### config.mk
export PLATFORM = sky130hd
export DESIGN_NAME = async_sram_ctrl
export DESIGN_NICKNAME = d
export VERILOG_FILES = /design/src/rtl/sram_ctl_pkg.sv /design/src/rtl/sram_ctl_fsm.sv /design/src/rtl/sram_ctl_dp.sv /design/src/rtl/async_sram_ctrl.sv
export SDC_FILE = /design/constraint.sdc
export NUM_CORES = 1
export LEC_CHECK = 0
export ABC_CLOCK_PERIOD_IN_PS = 3300
export BUFFER_PORTS_ARGS = -buffer_cell sky130_fd_sc_hd__buf_4
export CAP_MARGIN = 30
export CORE_ASPECT_RATIO = 0.9
export CORE_UTILIZATION = 50
export DETAILED_ROUTE_END_ITERATION = 8
export PLACE_DENSITY_LB_ADDON = 0.25
export SYNTH_ARGS = -nofsm -noshare
export SYNTH_HDL_FRONTEND = slang
export SYNTH_SLANG_ARGS = --single-unit
### constraint.sdc
create_clock -name clk -period 3.3 [get_ports clk]
set_input_delay 0.165 -clock clk [delete_from_list [all_inputs] [get_ports clk]]
set_output_delay 0.165 -clock clk [all_outputs]
set_load 0.005 [all_outputs]
### src/rtl/sram_ctl_pkg.sv
`timescale 1ns/1ps
package sram_ctl_pkg;

  // Strobes from the sequencer to the datapath
  typedef struct packed {
    logic load;      // latch a new request
    logic chipSel;   // chip selected (access or release)
    logic readEn;    // output enable asserted
    logic writeEn;   // write enable asserted
    logic driveBus;  // controller drives data pins
    logic capture;   // sample read data, raise response
  } ctlStrobeT;

  typedef enum logic [1:0] {
    ST_IDLE    = 2'd0,
    ST_ACCESS  = 2'd1,
    ST_RELEASE = 2'd2,
    ST_EMPTY   = 2'd3
  } ctlStateT;

  // Wait cycles needed to cover an access time, at least one
  function automatic int waitCycles(input int accessPs, input int clkPs);
    int n;
    n = (accessPs + clkPs - 1) / clkPs;
    return (n < 1) ? 1 : n;
  endfunction

endpackage

### src/rtl/sram_ctl_fsm.sv
`timescale 1ns/1ps
module sram_ctl_fsm
  import sram_ctl_pkg::*;
#(
  parameter int WAIT_CYC = 3,
  parameter int CNT_W    = 2
) (
  input  logic      clk,
  input  logic      rstN,
  input  logic      reqValid,
  input  logic      reqWrite,
  input  logic      reqAny,
  output ctlStrobeT strobe,
  output logic      busy
);

  localparam logic [CNT_W-1:0] CNT_LOAD = CNT_W'(WAIT_CYC - 1);

  ctlStateT         stateQ;
  ctlStateT         stateD;
  logic [CNT_W-1:0] cntQ;
  logic [CNT_W-1:0] cntD;
  logic             isWriteQ;
  logic             accept;
  logic             lastWait;

  assign accept   = reqValid && (stateQ == ST_IDLE);
  assign lastWait = (stateQ == ST_ACCESS) && (cntQ == '0);

  always_comb begin
    stateD = stateQ;
    cntD   = cntQ;
    unique case (stateQ)
      ST_IDLE: begin
        if (accept) begin
          stateD = reqAny ? ST_ACCESS : ST_EMPTY;
          cntD   = CNT_LOAD;
        end
      end
      ST_ACCESS: begin
        if (cntQ == '0) begin
          stateD = isWriteQ ? ST_RELEASE : ST_IDLE;
        end else begin
          cntD = cntQ - 1'b1;
        end
      end
      ST_RELEASE: stateD = ST_IDLE;
      ST_EMPTY:   stateD = ST_IDLE;
      default:    stateD = ST_IDLE;
    endcase
  end

  always_ff @(posedge clk or negedge rstN) begin
    if (!rstN) begin
      stateQ   <= ST_IDLE;
      cntQ     <= '0;
      isWriteQ <= 1'b0;
    end else begin
      stateQ <= stateD;
      cntQ   <= cntD;
      if (accept) begin
        isWriteQ <= reqWrite;
      end
    end
  end

  always_comb begin
    strobe          = '0;
    strobe.load     = accept;
    strobe.chipSel  = (stateQ == ST_ACCESS) || (stateQ == ST_RELEASE);
    strobe.readEn   = (stateQ == ST_ACCESS) && !isWriteQ;
    strobe.writeEn  = (stateQ == ST_ACCESS) && isWriteQ;
    strobe.driveBus = (stateQ == ST_ACCESS) && isWriteQ;
    strobe.capture  = !isWriteQ && (lastWait || (stateQ == ST_EMPTY));
  end

  assign busy = (stateQ != ST_IDLE);

endmodule

### src/rtl/sram_ctl_dp.sv
`timescale 1ns/1ps
module sram_ctl_dp
  import sram_ctl_pkg::*;
#(
  parameter int ADDR_W = 17,
  parameter int DATA_W = 16,
  parameter int LANES  = 2
) (
  input  logic              clk,
  input  logic              rstN,
  input  ctlStrobeT         strobe,
  input  logic [ADDR_W-1:0] reqAddr,
  input  logic [LANES-1:0]  reqByteEn,
  input  logic [DATA_W-1:0] reqWData,
  input  logic [DATA_W-1:0] memDqIn,
  output logic [ADDR_W-1:0] memAddr,
  output logic [LANES-1:0]  laneSelN,
  output logic              memCeN,
  output logic              memOeN,
  output logic              memWeN,
  output logic              memDqOe,
  output logic [DATA_W-1:0] memDqOut,
  output logic              rspValid,
  output logic [DATA_W-1:0] rspRData
);

  localparam int LANE_W = DATA_W / LANES;

  logic [ADDR_W-1:0] addrQ;
  logic [LANES-1:0]  laneEnQ;
  logic [DATA_W-1:0] wDataQ;
  logic              rspValidQ;
  logic [LANE_W-1:0] laneDataQ [LANES];

  // Request fields are held for the whole access
  always_ff @(posedge clk or negedge rstN) begin
    if (!rstN) begin
      addrQ   <= '0;
      laneEnQ <= '0;
      wDataQ  <= '0;
    end else if (strobe.load) begin
      addrQ   <= reqAddr;
      laneEnQ <= reqByteEn;
      wDataQ  <= reqWData;
    end
  end

  always_ff @(posedge clk or negedge rstN) begin
    if (!rstN) begin
      rspValidQ <= 1'b0;
    end else begin
      rspValidQ <= strobe.capture;
    end
  end

  for (genvar g = 0; g < LANES; g++) begin : gLane
    assign laneSelN[g] = ~(strobe.chipSel & laneEnQ[g]);

    always_ff @(posedge clk or negedge rstN) begin
      if (!rstN) begin
        laneDataQ[g] <= '0;
      end else if (strobe.capture) begin
        laneDataQ[g] <= laneEnQ[g] ? memDqIn[g*LANE_W +: LANE_W] : '0;
      end
    end

    assign rspRData[g*LANE_W +: LANE_W] = laneDataQ[g];
  end

  assign memAddr  = addrQ;
  assign memCeN   = ~strobe.chipSel;
  assign memOeN   = ~strobe.readEn;
  assign memWeN   = ~strobe.writeEn;
  assign memDqOe  = strobe.driveBus;
  assign memDqOut = wDataQ;
  assign rspValid = rspValidQ;

endmodule

### src/rtl/async_sram_ctrl.sv
`timescale 1ns/1ps
module async_sram_ctrl
  import sram_ctl_pkg::*;
#(
  parameter int ADDR_W        = 17,
  parameter int DATA_W        = 16,
  parameter int CLK_PERIOD_PS = 5000,
  parameter int ACCESS_PS     = 12000
) (
  input  logic              clk,
  input  logic              rstN,
  input  logic              reqValid,
  input  logic              reqWrite,
  input  logic [ADDR_W-1:0] reqAddr,
  input  logic [1:0]        reqByteEn,
  input  logic [DATA_W-1:0] reqWData,
  output logic              busy,
  output logic              rspValid,
  output logic [DATA_W-1:0] rspRData,
  output logic [ADDR_W-1:0] memAddr,
  output logic              memCeN,
  output logic              memOeN,
  output logic              memWeN,
  output logic              memUbN,
  output logic              memLbN,
  output logic [DATA_W-1:0] memDqOut,
  output logic              memDqOe,
  input  logic [DATA_W-1:0] memDqIn
);

  localparam int LANES    = 2;
  localparam int WAIT_CYC = waitCycles(ACCESS_PS, CLK_PERIOD_PS);
  localparam int CNT_W    = (WAIT_CYC > 1) ? $clog2(WAIT_CYC) : 1;

  ctlStrobeT        strobe;
  logic [LANES-1:0] laneSelN;
  logic             reqAny;

  assign reqAny = |reqByteEn;

  sram_ctl_fsm #(
    .WAIT_CYC(WAIT_CYC),
    .CNT_W   (CNT_W)
  ) uFsm (
    .clk     (clk),
    .rstN    (rstN),
    .reqValid(reqValid),
    .reqWrite(reqWrite),
    .reqAny  (reqAny),
    .strobe  (strobe),
    .busy    (busy)
  );

  sram_ctl_dp #(
    .ADDR_W(ADDR_W),
    .DATA_W(DATA_W),
    .LANES (LANES)
  ) uDp (
    .clk      (clk),
    .rstN     (rstN),
    .strobe   (strobe),
    .reqAddr  (reqAddr),
    .reqByteEn(reqByteEn),
    .reqWData (reqWData),
    .memDqIn  (memDqIn),
    .memAddr  (memAddr),
    .laneSelN (laneSelN),
    .memCeN   (memCeN),
    .memOeN   (memOeN),
    .memWeN   (memWeN),
    .memDqOe  (memDqOe),
    .memDqOut (memDqOut),
    .rspValid (rspValid),
    .rspRData (rspRData)
  );

  assign memLbN = laneSelN[0];
  assign memUbN = laneSelN[1];

endmodule

==> out/results.ini, run 1 <==
[placement]
place.port_buffers = 111
placed_cell_area_mm2 = 0.003387
dp_slack_ns = 1.480
gp_congestion = 0.7637
hpwlAfterDp_um = 3922

[global_routing]
grt-ovfl-total = 0
grt.total_usage_pct = 22.62
antenna_found_initial = 0
grt_pass1_wl_um = 9142
grt_max_degree = 58
first_global_vias = 1833

[setup_path]
critPathArrivalTime_ns = 2.04
path_cells = inv_1 > ha_1 > nand2_4 > mux2_2
crit_path_start_kind = flop
rr_worst_depth = 4
cp.depth = 4
endpoint_kind = flop
crit_fanout = 36
r2r_setup_slack_ns = 1.48
crit_type = reg2reg
slowest_stage = nand2_4
crit_family = simple AND/OR/NAND/NOR gates
slowest_delay_ns = 0.49
required_ns = 3.52
cp_num_buf_inv = 1

[synthesis]
ys_ff_latch = 57
async_reset_ff_share_pct = 100.0
postSynthCellCount = 188
synth_most_common_cell = dfrtp_1
yosys.area.top_type_share_pct = 56.41
ys.flop_type = dfrtp_1
syn_area_mm2 = 0.002529
synth_largest_area_cell = dfrtp_1
syn_avg_cell_area_um2 = 13.45
syn_nets = 249
synth_area_leaders = dfrtp_1 56%, mux2_4 18%, o31ai_1 4.8%, mux2_2 3.6%, o21ai_0 3.2%
ys_seq_area_share_pct = 56.41
synthTopCellsByCount = 57 x dfrtp_1, 31 x mux2_4, 20 x nand2_1
synthDistinctLibCells = 23
synth_edf_count = 0
yosysWarnings = 0

[layout]
n_antenna_cell = 0
drive_above_1_share_pct = 56.21
fin_area_mm2 = 0.003636
syn_to_final_growth_pct = 43.79
fillers = 342
finalNetCount = 362

[sta]
layout_setup_ws_ns = 1.479
period_share_pct = 55.19
slew_violations = 0
rsz0062_at_grt = false
hold_ws_ns = 0.05989
fin_crit_ns = 1.821
timing_worst_slew_pin_value_ns = 0.7126
fin_tns_setup_ns = 0
hold_viol = 0
skew_ns = 0.009073
timing.max_slew.rel_slack_pct = 52.49
clock.fmax_ghz = 0.5491
setup_viol = 0

[drt]
drc = 0
drt-initial-drc-count = 155
vias = 1860
routedWlPerCell_um = 15.43
vias_per_cell = 5.013
ant_nets = 0
firstDrtPassIters = 4
wirelength_um = 5726

[floorplanning]
rows = 24
die_w_um = 76.96
initial_core_util_pct = 51.98
core_mm2 = 0.004865
die_area_mm2 = 0.005346
die_y_um = 69.47
ios = 112

[hold_path]
hold_class = in2reg
holdPathStages = 2

[clock_tree]
htree_levels = 3
clockBufferDepth = 2
clkSlewWorstSetupHoldPaths_ns = 0.07
cts-root-buf = clkbuf_8
clkSinkCount = 57
cts_tree = done
clk_latency_ns = 0.33
numCtsBuffers = 9

[power_and_ir_drop]
p_per_area_mw_per_mm2 = 988.8
peakVddDrop_uv = 512.1
p_leak_nw = 1.882

[outcome]
outcome = complete, no violations

[run]
cap_viol_max_count = 0

==> repair_timing <==
| action | CTS | global route |
|---|---|---|
| buffers inserted | 0 | 0 |
| hold buffers | 1 | 0 |
| endpoints found under the hold margin | 57 | 0 |
| resized for setup | 0 | 0 |
==> cell type report <==
class	count	area [um^2]	share of cell area (%)
flip-flops and latches	57	1426	39.23
multi-input cells	111	1001	27.53
repair buffers	114	858.3	23.61
clock buffers	12	165.2	4.542
well taps	65	81.33	2.237
clock inverters	4	73.82	2.030
inverters	8	30.03	0.8259
==> metrics by stage <==
step | total power (W) | std cells | utilization (%)
6_report | 0.003595 | 371 | 74.74
5_1_grt | 0.003806 | 371 | 74.74
3_3_place_gp | 0.002781 | 354 | 69.62
2_1_floorplan | 0.002098 | 188 | -
3_5_place_dp | 0.002845 | 354 | 69.62
4_1_cts | 0.003626 | 371 | 74.74
==> layout by cell type (no fill, tap or decap), types with 2 or more instances in the layout <==
cell and count:
mux2_2 8, ha_1 6, dfrtp_1 57, o31ai_1 16, mux2_4 31, clkbuf_8 12
bufinv_16 2, o21ai_0 16, buf_4 113, nand2_1 20, nor2_1 3, inv_1 8
==> state kept, by name (all words and copies together), names as in the netlist <==
| name | count |
|---|---|
| uFsm.cntQ | 2 |
| uDp.memDqOut | 16 |
| uDp.rspRData | 16 |
| uFsm.isWriteQ | 1 |
| uDp.memAddr | 17 |
| uFsm.stateQ | 2 |
| uDp.laneEnQ | 2 |
| uDp.rspValid | 1 |
==> layer usage <==
layer  global-route usage, %  part of all wire, %  vias to the layer above
met4                   10.47                 0.80                        0
met2                   34.52                   48                       83
met5                       0                    0                        -
met1                   30.35                   44                      892
met3                   5.789                  7.2                        5
li1                        -                    -                      880
==> power breakdown <==
| group | switching [W] | internal [W] |
|---|---|---|
| registers | 0.000245 | 0.00104 |
| logic | 0.000596 | 0.000954 |
| clock network | 0.000276 | 0.000487 |
==> path summary, 6_finish.rpt <==
kind | start | endpoint
max | uFsm.stateQ[0]$_DFFE_PN0P_ | uDp.memAddr[1]$_DFFE_PN0P_
min in group asynchronous | rstN | uDp.rspRData[15]$_DFFE_PN0P_
max in group asynchronous | rstN | uFsm.stateQ[1]$_DFFE_PN0P_
max reg2reg | uFsm.stateQ[0]$_DFFE_PN0P_ | uDp.memAddr[1]$_DFFE_PN0P_
min | reqWData[0] | uDp.memDqOut[0]$_DFFE_PN0P_
min reg2reg | uFsm.cntQ[0]$_DFFE_PN0P_ | uFsm.cntQ[0]$_DFFE_PN0P_
==> cells by family (layout without fill, tap and decap cells) <==
group                      after synthesis  in the layout  synth area share, %
and+or+nand+nor                         29             29                5.443
DFF                                     57             57                56.41
adders and majority gates                6              6                2.969
muxes                                   39             39                21.97
buffers and inverters                   20            138                4.008
AOI/OAI and AO/OA                       37             37                9.204
Note: power is estimated with default switching activity, not from simulation.
==> inputs of run 2 (changes only) <==
--- a/config.mk
+++ b/config.mk
@@ -5,11 +5,12 @@
 export SDC_FILE = /design/constraint.sdc
 export NUM_CORES = 1
 export LEC_CHECK = 0
-export ABC_CLOCK_PERIOD_IN_PS = 3300
+export ABC_AREA = 1
+export ABC_CLOCK_PERIOD_IN_PS = 1800
 export BUFFER_PORTS_ARGS = -buffer_cell sky130_fd_sc_hd__buf_4
 export CAP_MARGIN = 30
 export CORE_ASPECT_RATIO = 0.9
-export CORE_UTILIZATION = 50
+export CORE_UTILIZATION = 47
 export DETAILED_ROUTE_END_ITERATION = 8
 export PLACE_DENSITY_LB_ADDON = 0.25
 export SYNTH_ARGS = -nofsm -noshare
==> constraint.sdc (replaced) <==
create_clock -name clk -period 1.8 [get_ports clk]
set_input_delay 0.09 -clock clk [delete_from_list [all_inputs] [get_ports clk]]
set_output_delay 0.09 -clock clk [all_outputs]
set_load 0.005 [all_outputs]
==> run 2 against run 1 <==
Effect of this change:
- core utilization fell by 0.45 points
- worst setup slack got worse by 1.2 ns
- combinational power rose by 68%
- worst hold slack got worse by 0.049 ns
- largest cell class unchanged
- clock skew fell by 0.0025 ns
- wire length rose by 11%
- critical endpoint is now uDp.rspRData[7]$_DFFE_PN0P_
- largest power group unchanged
- first-iteration DRC count fell by 14%
- synthesized area fell by 2.2%
==> out/results.ini, run 2 <==
[drt]
firstDrtPassIters = 4  ; unchanged
vias_per_cell = 4.896  ; was 5.013
vias = 2360  ; was 1860
ant_nets = 0  ; unchanged
drc = 0  ; unchanged
wirelength_um = 6328  ; was 5726 um
routedWlPerCell_um = 13.13  ; was 15.43 um
drt-initial-drc-count = 134  ; was 155

[layout]
syn_to_final_growth_pct = 48.89  ; was 43.79%
final_cells = 482  ; was 371
multiInputGateArea_um2 = 877.1  ; was 0.001001 mm^2
drive_above_1_share_pct = 31.65  ; was 56.21%
utilization_pct = 74.29  ; was 74.74%
final_common_cell = nand2_1  ; was buf_4
n_antenna_cell = 0  ; unchanged
fillers = 381  ; was 342
finalNetCount = 473  ; was 362
largest_reg_flops = 17  ; unchanged
regArea_mm2 = 0.001426  ; unchanged
layout_common_cells = 119 x nand2_1, 115 x buf_4, 57 x dfrtp_1, 37 x nand3_1, 21 x dlygate4sd3_1  ; was 113 x buf_4, 57 x dfrtp_1, 31 x mux2_4, 20 x nand2_1

[placement]
place.port_buffers = 111  ; unchanged
dp_cells = 445  ; was 354
gp_congestion = 0.7538  ; was 0.7637
dp_slack_ns = 0.2874  ; was 1.480 ns
hpwlAfterDp_um = 4132  ; was 3922 um

[floorplanning]
initial_core_util_pct = 49.90  ; was 51.98%
core_mm2 = 0.004955  ; was 0.004865 mm^2
ios = 112  ; unchanged
die_w_um = 78.45  ; was 76.96 um
die_area_mm2 = 0.005555  ; was 0.005346 mm^2
rows = 24  ; unchanged
die_y_um = 70.81  ; was 69.47 um

[run]
cap_viol_max_count = 0  ; unchanged

[sta]
fin_tns_setup_ns = 0  ; unchanged
skew_ns = 0.006535  ; was 0.009073 ns
period_share_pct = 85.21  ; was 55.19%
timing_worst_slew_pin_value_ns = 0.7109  ; was 0.7126 ns
slew_violations = 0  ; unchanged
layout_setup_ws_ns = 0.2663  ; was 1.479 ns
timing.max_slew.rel_slack_pct = 52.61  ; was 52.49%
clock.fmax_ghz = 0.6520  ; was 0.5491 GHz
rsz0062_at_grt = false  ; unchanged
hold_viol = 0  ; unchanged
setup_viol = 0  ; unchanged
fin_crit_ns = 1.534  ; was 1.821 ns
hold_ws_ns = 0.01124  ; was 0.05989 ns

[setup_path]
crit_fanout = 17  ; was 36
crit_path_start_kind = flop  ; unchanged
critPathArrivalTime_ns = 1.74  ; was 2.04 ns
required_ns = 2.00  ; was 3.52 ns
endpoint_kind = flop  ; unchanged
crit_type = reg2reg  ; unchanged

[global_routing]
grt.total_usage_pct = 24.59  ; was 22.62%
grt-ovfl-total = 0  ; unchanged
grt_max_degree = 58  ; unchanged
first_global_vias = 2207  ; was 1833
grt_pass1_wl_um = 10440  ; was 9142 um
antenna_found_initial = 0  ; unchanged

[synthesis]
ys_ff_latch = 57  ; unchanged
synth_top_family_by_area = simple AND/OR/NAND/NOR gates  ; was multiplexers
syn_area_mm2 = 0.002472  ; was 0.002529 mm^2
synthXorXnorAreaFrac_pct = 0  ; unchanged
synthTopCellsByCount = 119 x nand2_1, 57 x dfrtp_1, 37 x nand3_1  ; was 57 x dfrtp_1, 31 x mux2_4, 20 x nand2_1
postSynthCellCount = 282  ; was 188
synthDistinctLibCells = 16  ; was 23
synth_largest_area_cell = dfrtp_1  ; unchanged
synth_edf_count = 0  ; unchanged
synth.area.mux_share_pct = 0  ; was 21.97%
yosys.area.top_type_share_pct = 57.69  ; was 56.41%
ys.flop_type = dfrtp_1  ; unchanged
yosys.area_share.simple_pct = 31.63  ; was 5.443%
ys_seq_area_share_pct = 57.69  ; was 56.41%
async_reset_ff_share_pct = 100.0  ; unchanged
synth_most_common_cell = nand2_1  ; was dfrtp_1
synth_compound_area_share_pct = 0.8097  ; was 9.203%
synth_area_leaders = dfrtp_1 58%, nand2_1 18%, nand3_1 7.5%, nand4_1 4.3%, ha_1 3.0%  ; was dfrtp_1 56%, mux2_4 18%, o31ai_1 4.8%, mux2_2 3.6%, o21ai_0 3.2%
syn_avg_cell_area_um2 = 8.767  ; was 13.45 um^2
yosysWarnings = 0  ; unchanged
yosys.area_share.adder_pct = 3.036  ; was 2.969%
syn_nets = 343  ; was 249

[outcome]
outcome = complete, no violations  ; unchanged

[clock_tree]
clkSinkCount = 57  ; unchanged
clkSlewWorstSetupHoldPaths_ns = 0.06  ; was 0.07 ns
post-cts-setup-buffers = 0  ; unchanged
clk_latency_ns = 0.32  ; was 0.33 ns
htree_levels = 3  ; unchanged
cts-root-buf = clkbuf_8  ; unchanged
post_cts_resized = 0  ; unchanged
cts_tree = done  ; unchanged
clockBufferDepth = 2  ; unchanged
numCtsBuffers = 9  ; unchanged

[hold_path]
hold_class = in2reg  ; unchanged

[power_and_ir_drop]
p_leak_nw = 2.099  ; was 1.882 nW
peakVddDrop_uv = 749.3  ; was 512.1 uV
p_per_area_mw_per_mm2 = 1584  ; was 988.8 mW/mm^2

-- run 2: cell types whose count changed in the layout (fill, tap and decap cells not counted), sizes merged, moves of 10 or more --
cell	change
inv	+10
o31ai	-16
nand4	+17
dlygate4sd3	+20
o21ai	-14
mux2	-39
nand3	+36
nand2	+101
-- run 2: timing repair --
action,CTS,global route
hold buffers,20,1
setup endpoints to repair,0,0
hold endpoints to repair,76,1
-- run 2: critical path, cell delays in order (launching register included) --
cell and delay [ns]:
dfrtp_1 0.39, inv_1 0.13, ha_1 0.26, nand2_2 0.13, nand2_4 0.18, nand2_4 0.16, nand2_1 0.11, nand2_1 0.05
-- run 2: per-layer routing --
layer	track usage, %	part of all wire (%)	vias to the layer above
li1	-	-	1158
met1	33.33	45	1097
met2	38.11	47	97
met3	6.194	7.3	8
met4	9.877	1.0	0
met5	0	0	-
-- run 2: report_power, final --
group	internal, W	switching (W)	leakage [nW]
Combinational	0.00129	0.00131	1.30
Sequential	0.00188	0.000400	0.720
Clock	0.000490	0.000460	0.0839
-- run 2: final timing paths --
path | slack [ns] | startpoint | endpoint | cells after the start
worst min-delay path | 0.01 | reqWData[11] | uDp.memDqOut[11]$_DFFE_PN0P_ | 3
worst max-delay path | 0.27 | uFsm.stateQ[1]$_DFFE_PN0P_ | uDp.rspRData[7]$_DFFE_PN0P_ | 7
worst max register to register | 0.27 | uFsm.stateQ[1]$_DFFE_PN0P_ | uDp.rspRData[7]$_DFFE_PN0P_ | 7
max in group asynchronous | 0.95 | rstN | uDp.laneEnQ[0]$_DFFE_PN0P_ | 2
worst min register to register | 0.47 | uDp.memDqOut[15]$_DFFE_PN0P_ | uDp.memDqOut[15]$_DFFE_PN0P_ | 2
min in group asynchronous | 0.36 | rstN | uDp.rspRData[3]$_DFFE_PN0P_ | 2
-- run 2: through the flow --
| stage | area (um^2) | power, W |
|---|---|---|
| after floorplan | 2472 | 0.003541 |
| after global placement | 3316 | 0.004770 |
| after detailed placement | 3316 | 0.004855 |
| after CTS | 3671 | 0.005854 |
| after global routing | 3681 | 0.006330 |
| final | 3681 | 0.005831 |
-- run 2: cell type report --
class / count / share of cell area, %
clock inverters: 4 / 0.5438
repair buffers: 136 / 29.16
clock buffers: 12 / 3.671
multi-input cells: 190 / 23.83
well taps: 65 / 2.209
inverters: 18 / 1.835
flip-flops and latches: 57 / 38.75
-- run 2: logic make-up (layout without fill, tap and decap cells) --
| kind of cell | after synthesis | after routing |
|---|---|---|
| simple gates | 180 | 180 |
| flops | 57 | 57 |
| buf+inv | 35 | 170 |
| fa+ha+maj | 6 | 6 |
| compound gates | 4 | 4 |
==> inputs of run 3 (changes only) <==
--- a/config.mk
+++ b/config.mk
@@ -7,11 +7,11 @@
 export LEC_CHECK = 0
 export ABC_AREA = 1
 export ABC_CLOCK_PERIOD_IN_PS = 1800
-export BUFFER_PORTS_ARGS = -buffer_cell sky130_fd_sc_hd__buf_4
 export CAP_MARGIN = 30
 export CORE_ASPECT_RATIO = 0.9
-export CORE_UTILIZATION = 47
+export CORE_UTILIZATION = 62
 export DETAILED_ROUTE_END_ITERATION = 8
+export DONT_BUFFER_PORTS = 1
 export PLACE_DENSITY_LB_ADDON = 0.25
 export SYNTH_ARGS = -nofsm -noshare
 export SYNTH_HDL_FRONTEND = slang
==> run 3 against run 2 <==
Effect of this change:
- worst hold slack gained 0.051 ns
- register-to-register slack lost 0.05 ns
- final cell count shrank 20%
- critical path depth shrank 1
- core utilization grew 11 points
- sequential power grew 6%
- worst setup slack lost 0.052 ns
- via count shrank 7.9%
- combinational power shrank 35%
- critical endpoint is now uDp.memAddr[9]$_DFFE_PN0P_
- highest routed layer unchanged
==> out/results.ini, run 3 (synthesis gave the netlist of run 2 again) <==
[outcome]
outcome = complete, no violations  ; unchanged

[drt]
vias_per_cell = 5.615  ; was 4.896
vias = 2173  ; was 2360
drc = 0  ; unchanged
wirelength_um = 6240  ; was 6328 um
ant_nets = 0  ; unchanged
firstDrtPassIters = 4  ; unchanged
drt-initial-drc-count = 145  ; was 134
routedWlPerCell_um = 16.12  ; was 13.13 um

[floorplanning]
ios = 112  ; unchanged
rows = 21  ; was 24
initial_core_util_pct = 65.80  ; was 49.90%
die_area_mm2 = 0.004245  ; was 0.005555 mm^2
die_y_um = 61.91  ; was 70.81 um
core_mm2 = 0.003757  ; was 0.004955 mm^2
die_w_um = 68.57  ; was 78.45 um

[sta]
period_share_pct = 88.07  ; was 85.21%
skew_ns = 0.003568  ; was 0.006535 ns
timing_worst_slew_pin_value_ns = 0.5436  ; was 0.7109 ns
setup_viol = 0  ; unchanged
slew_violations = 0  ; unchanged
hold_ws_ns = 0.06254  ; was 0.01124 ns
fin_crit_ns = 1.585  ; was 1.534 ns
clock.fmax_ghz = 0.6308  ; was 0.6520 GHz
rsz0062_at_grt = false  ; unchanged
timing.max_slew.rel_slack_pct = 63.64  ; was 52.61%
fin_tns_setup_ns = 0  ; unchanged
hold_viol = 0  ; unchanged

[layout]
multiInputGateArea_um2 = 877.1  ; unchanged
fillers = 192  ; was 381
n_antenna_cell = 0  ; unchanged
syn_to_final_growth_pct = 30.36  ; was 48.89%
layout_common_cells = 119 x nand2_1, 57 x dfrtp_1, 54 x dlygate4sd3_1, 37 x nand3_1  ; was 119 x nand2_1, 115 x buf_4, 57 x dfrtp_1, 37 x nand3_1, 21 x dlygate4sd3_1
regArea_mm2 = 0.001426  ; unchanged
largest_reg_flops = 17  ; unchanged
final_common_cell = nand2_1  ; unchanged
drive_above_1_share_pct = 7.331  ; was 31.65%
finalNetCount = 398  ; was 473

[clock_tree]
cts_tree = done  ; unchanged
htree_levels = 3  ; unchanged
clkSlewWorstSetupHoldPaths_ns = 0.06  ; about the same
numCtsBuffers = 9  ; unchanged
clkSinkCount = 57  ; unchanged
post_cts_resized = 0  ; unchanged
clockBufferDepth = 2  ; unchanged
post-cts-setup-buffers = 0  ; unchanged
cts-root-buf = clkbuf_8  ; unchanged
clk_latency_ns = 0.33  ; was 0.32 ns

[global_routing]
grt_max_degree = 58  ; unchanged
antenna_found_initial = 0  ; unchanged
grt_pass1_wl_um = 9204  ; was 10440 um
grt.total_usage_pct = 31.36  ; was 24.59%
grt-ovfl-total = 0  ; unchanged
first_global_vias = 2033  ; was 2207

[setup_path]
r2r-end = uDp.memAddr[9]$_DFFE_PN0P_  ; was uDp.rspRData[7]$_DFFE_PN0P_
path_cells = inv_1 > ha_1 > nand2_1 > buf_12 > nand2_1 > nand2_1  ; was inv_1 > ha_1 > nand2_2 > nand2_4 > nand2_4 > nand2_1 > nand2_1
endpoint_kind = flop  ; unchanged
r2r_start = uFsm.stateQ[1]$_DFFE_PN0P_  ; unchanged
rr_worst_depth = 6  ; was 7
crit_fanout = 23  ; was 17
slowest_delay_ns = 0.40  ; was 0.39 ns
required_ns = 2.01  ; was 2.00 ns
crit_path_frequent_cell = nand2_1
slowest_stage = dfrtp_1  ; unchanged
crit_path_start_kind = flop  ; unchanged
critPathArrivalTime_ns = 1.80  ; was 1.74 ns
crit_type = reg2reg  ; unchanged
r2r_setup_slack_ns = 0.21  ; was 0.27 ns

[power_and_ir_drop]
peakVddDrop_uv = 971.0  ; was 749.3 uV
p_sw_share_pct = 40.64  ; was 37.25%
power.switching_w = 0.002068  ; was 0.002172 W
power.internal_w = 0.003020  ; was 0.003659 W
p_leak_nw = 1.726  ; was 2.099 nW
p_per_area_mw_per_mm2 = 1579  ; was 1584 mW/mm^2
p_clk_share_pct = 19.4  ; was 16.3%
pwr-share-seq_pct = 47.6  ; was 39.1%
power_frac_comb_pct = 33.0  ; was 44.6%

[placement]
gp_congestion = 0.8043  ; was 0.7538
place.port_buffers = 0  ; was 111
hpwlAfterDp_um = 3255  ; was 4132 um

[hold_path]
hp-start = reqValid  ; was reqWData[11]
hold_class = in2reg  ; unchanged
hold_end = uFsm.cntQ[0]$_DFFE_PN0P_  ; was uDp.memDqOut[11]$_DFFE_PN0P_
holdPathStages = 4  ; was 3

[run]
cap_viol_max_count = 0  ; unchanged

==> run 3: worst max-delay path by stage <==
stage | from | to | slack [ns] | cells after the start
finish | uFsm.stateQ[1]$_DFFE_PN0P_ | uDp.memAddr[9]$_DFFE_PN0P_ | 0.21 | 6
global route | uFsm.stateQ[1]$_DFFE_PN0P_ | uDp.memDqOut[10]$_DFFE_PN0P_ | 0.08 | 6
CTS | uFsm.stateQ[1]$_DFFE_PN0P_ | uDp.memDqOut[6]$_DFFE_PN0P_ | 0.23 | 6
detailed placement | uFsm.stateQ[1]$_DFFE_PN0P_ | uDp.memDqOut[6]$_DFFE_PN0P_ | 0.26 | 6
global placement | uFsm.stateQ[0]$_DFFE_PN0P_ | uDp.memDqOut[12]$_DFFE_PN0P_ | 0.28 | 6
floorplan | uFsm.stateQ[1]$_DFFE_PN0P_ | uDp.rspRData[0]$_DFFE_PN0P_ | 0.47 | 8
==> run 3: layout make-up <==
type / instances / area share, %
inverters: 18 / 2.096
clock buffers: 11 / 4.387
multi-input cells: 190 / 27.21
repair buffers: 61 / 19.64
clock inverters: 4 / 0.6211
well taps: 46 / 1.786
flip-flops and latches: 57 / 44.25
==> run 3: power groups by stage <==
stage	Clock (W)	Sequential [W]	Combinational, W
detailed placement	0	0.00241	0.00148
global placement	0	0.00241	0.00142
floorplan	0	0.00224	0.00130
finish	0.000986	0.00242	0.00168
CTS	0.00101	0.00240	0.00161
global route	0.00107	0.00251	0.00192
==> run 3: worst max-delay path, delay by kind of cell (launching register included) <==
| family | cells | cell delay (ns) |
|---|---|---|
| buffers and inverters | 2 | 0.38 |
| adders and majority gates | 1 | 0.28 |
| and+or+nand+nor | 3 | 0.40 |
| DFF | 1 | 0.40 |
==> run 3: layer usage <==
layer	share of wire, %	vias up	GRT usage [%]
li1	-	1013	-
met1	39	1014	36.24
met2	49	132	50.98
met3	10	14	15.69
met4	1.9	0	10.71
met5	0	-	0
==> run 3: through the flow <==
stage	power, W	worst slack (ns)	util [%]	cell area (um^2)	std cells
CTS	0.005020	0.2343	85.38	3208	386
finish	0.005088	0.2147	85.78	3223	387
floorplan	0.003541	0.4708	-	2472	282
global route	0.005503	0.07672	85.78	3223	387
detailed placement	0.003884	0.2620	65.97	2479	316
global placement	0.003830	0.2789	65.97	2479	316
==> run 3: timing repair <==
action / 4_1_cts / 5_1_grt
hold buffers: 55 / 0
hold endpoints to repair: 109 / 0
setup endpoints to repair: 0 / 0
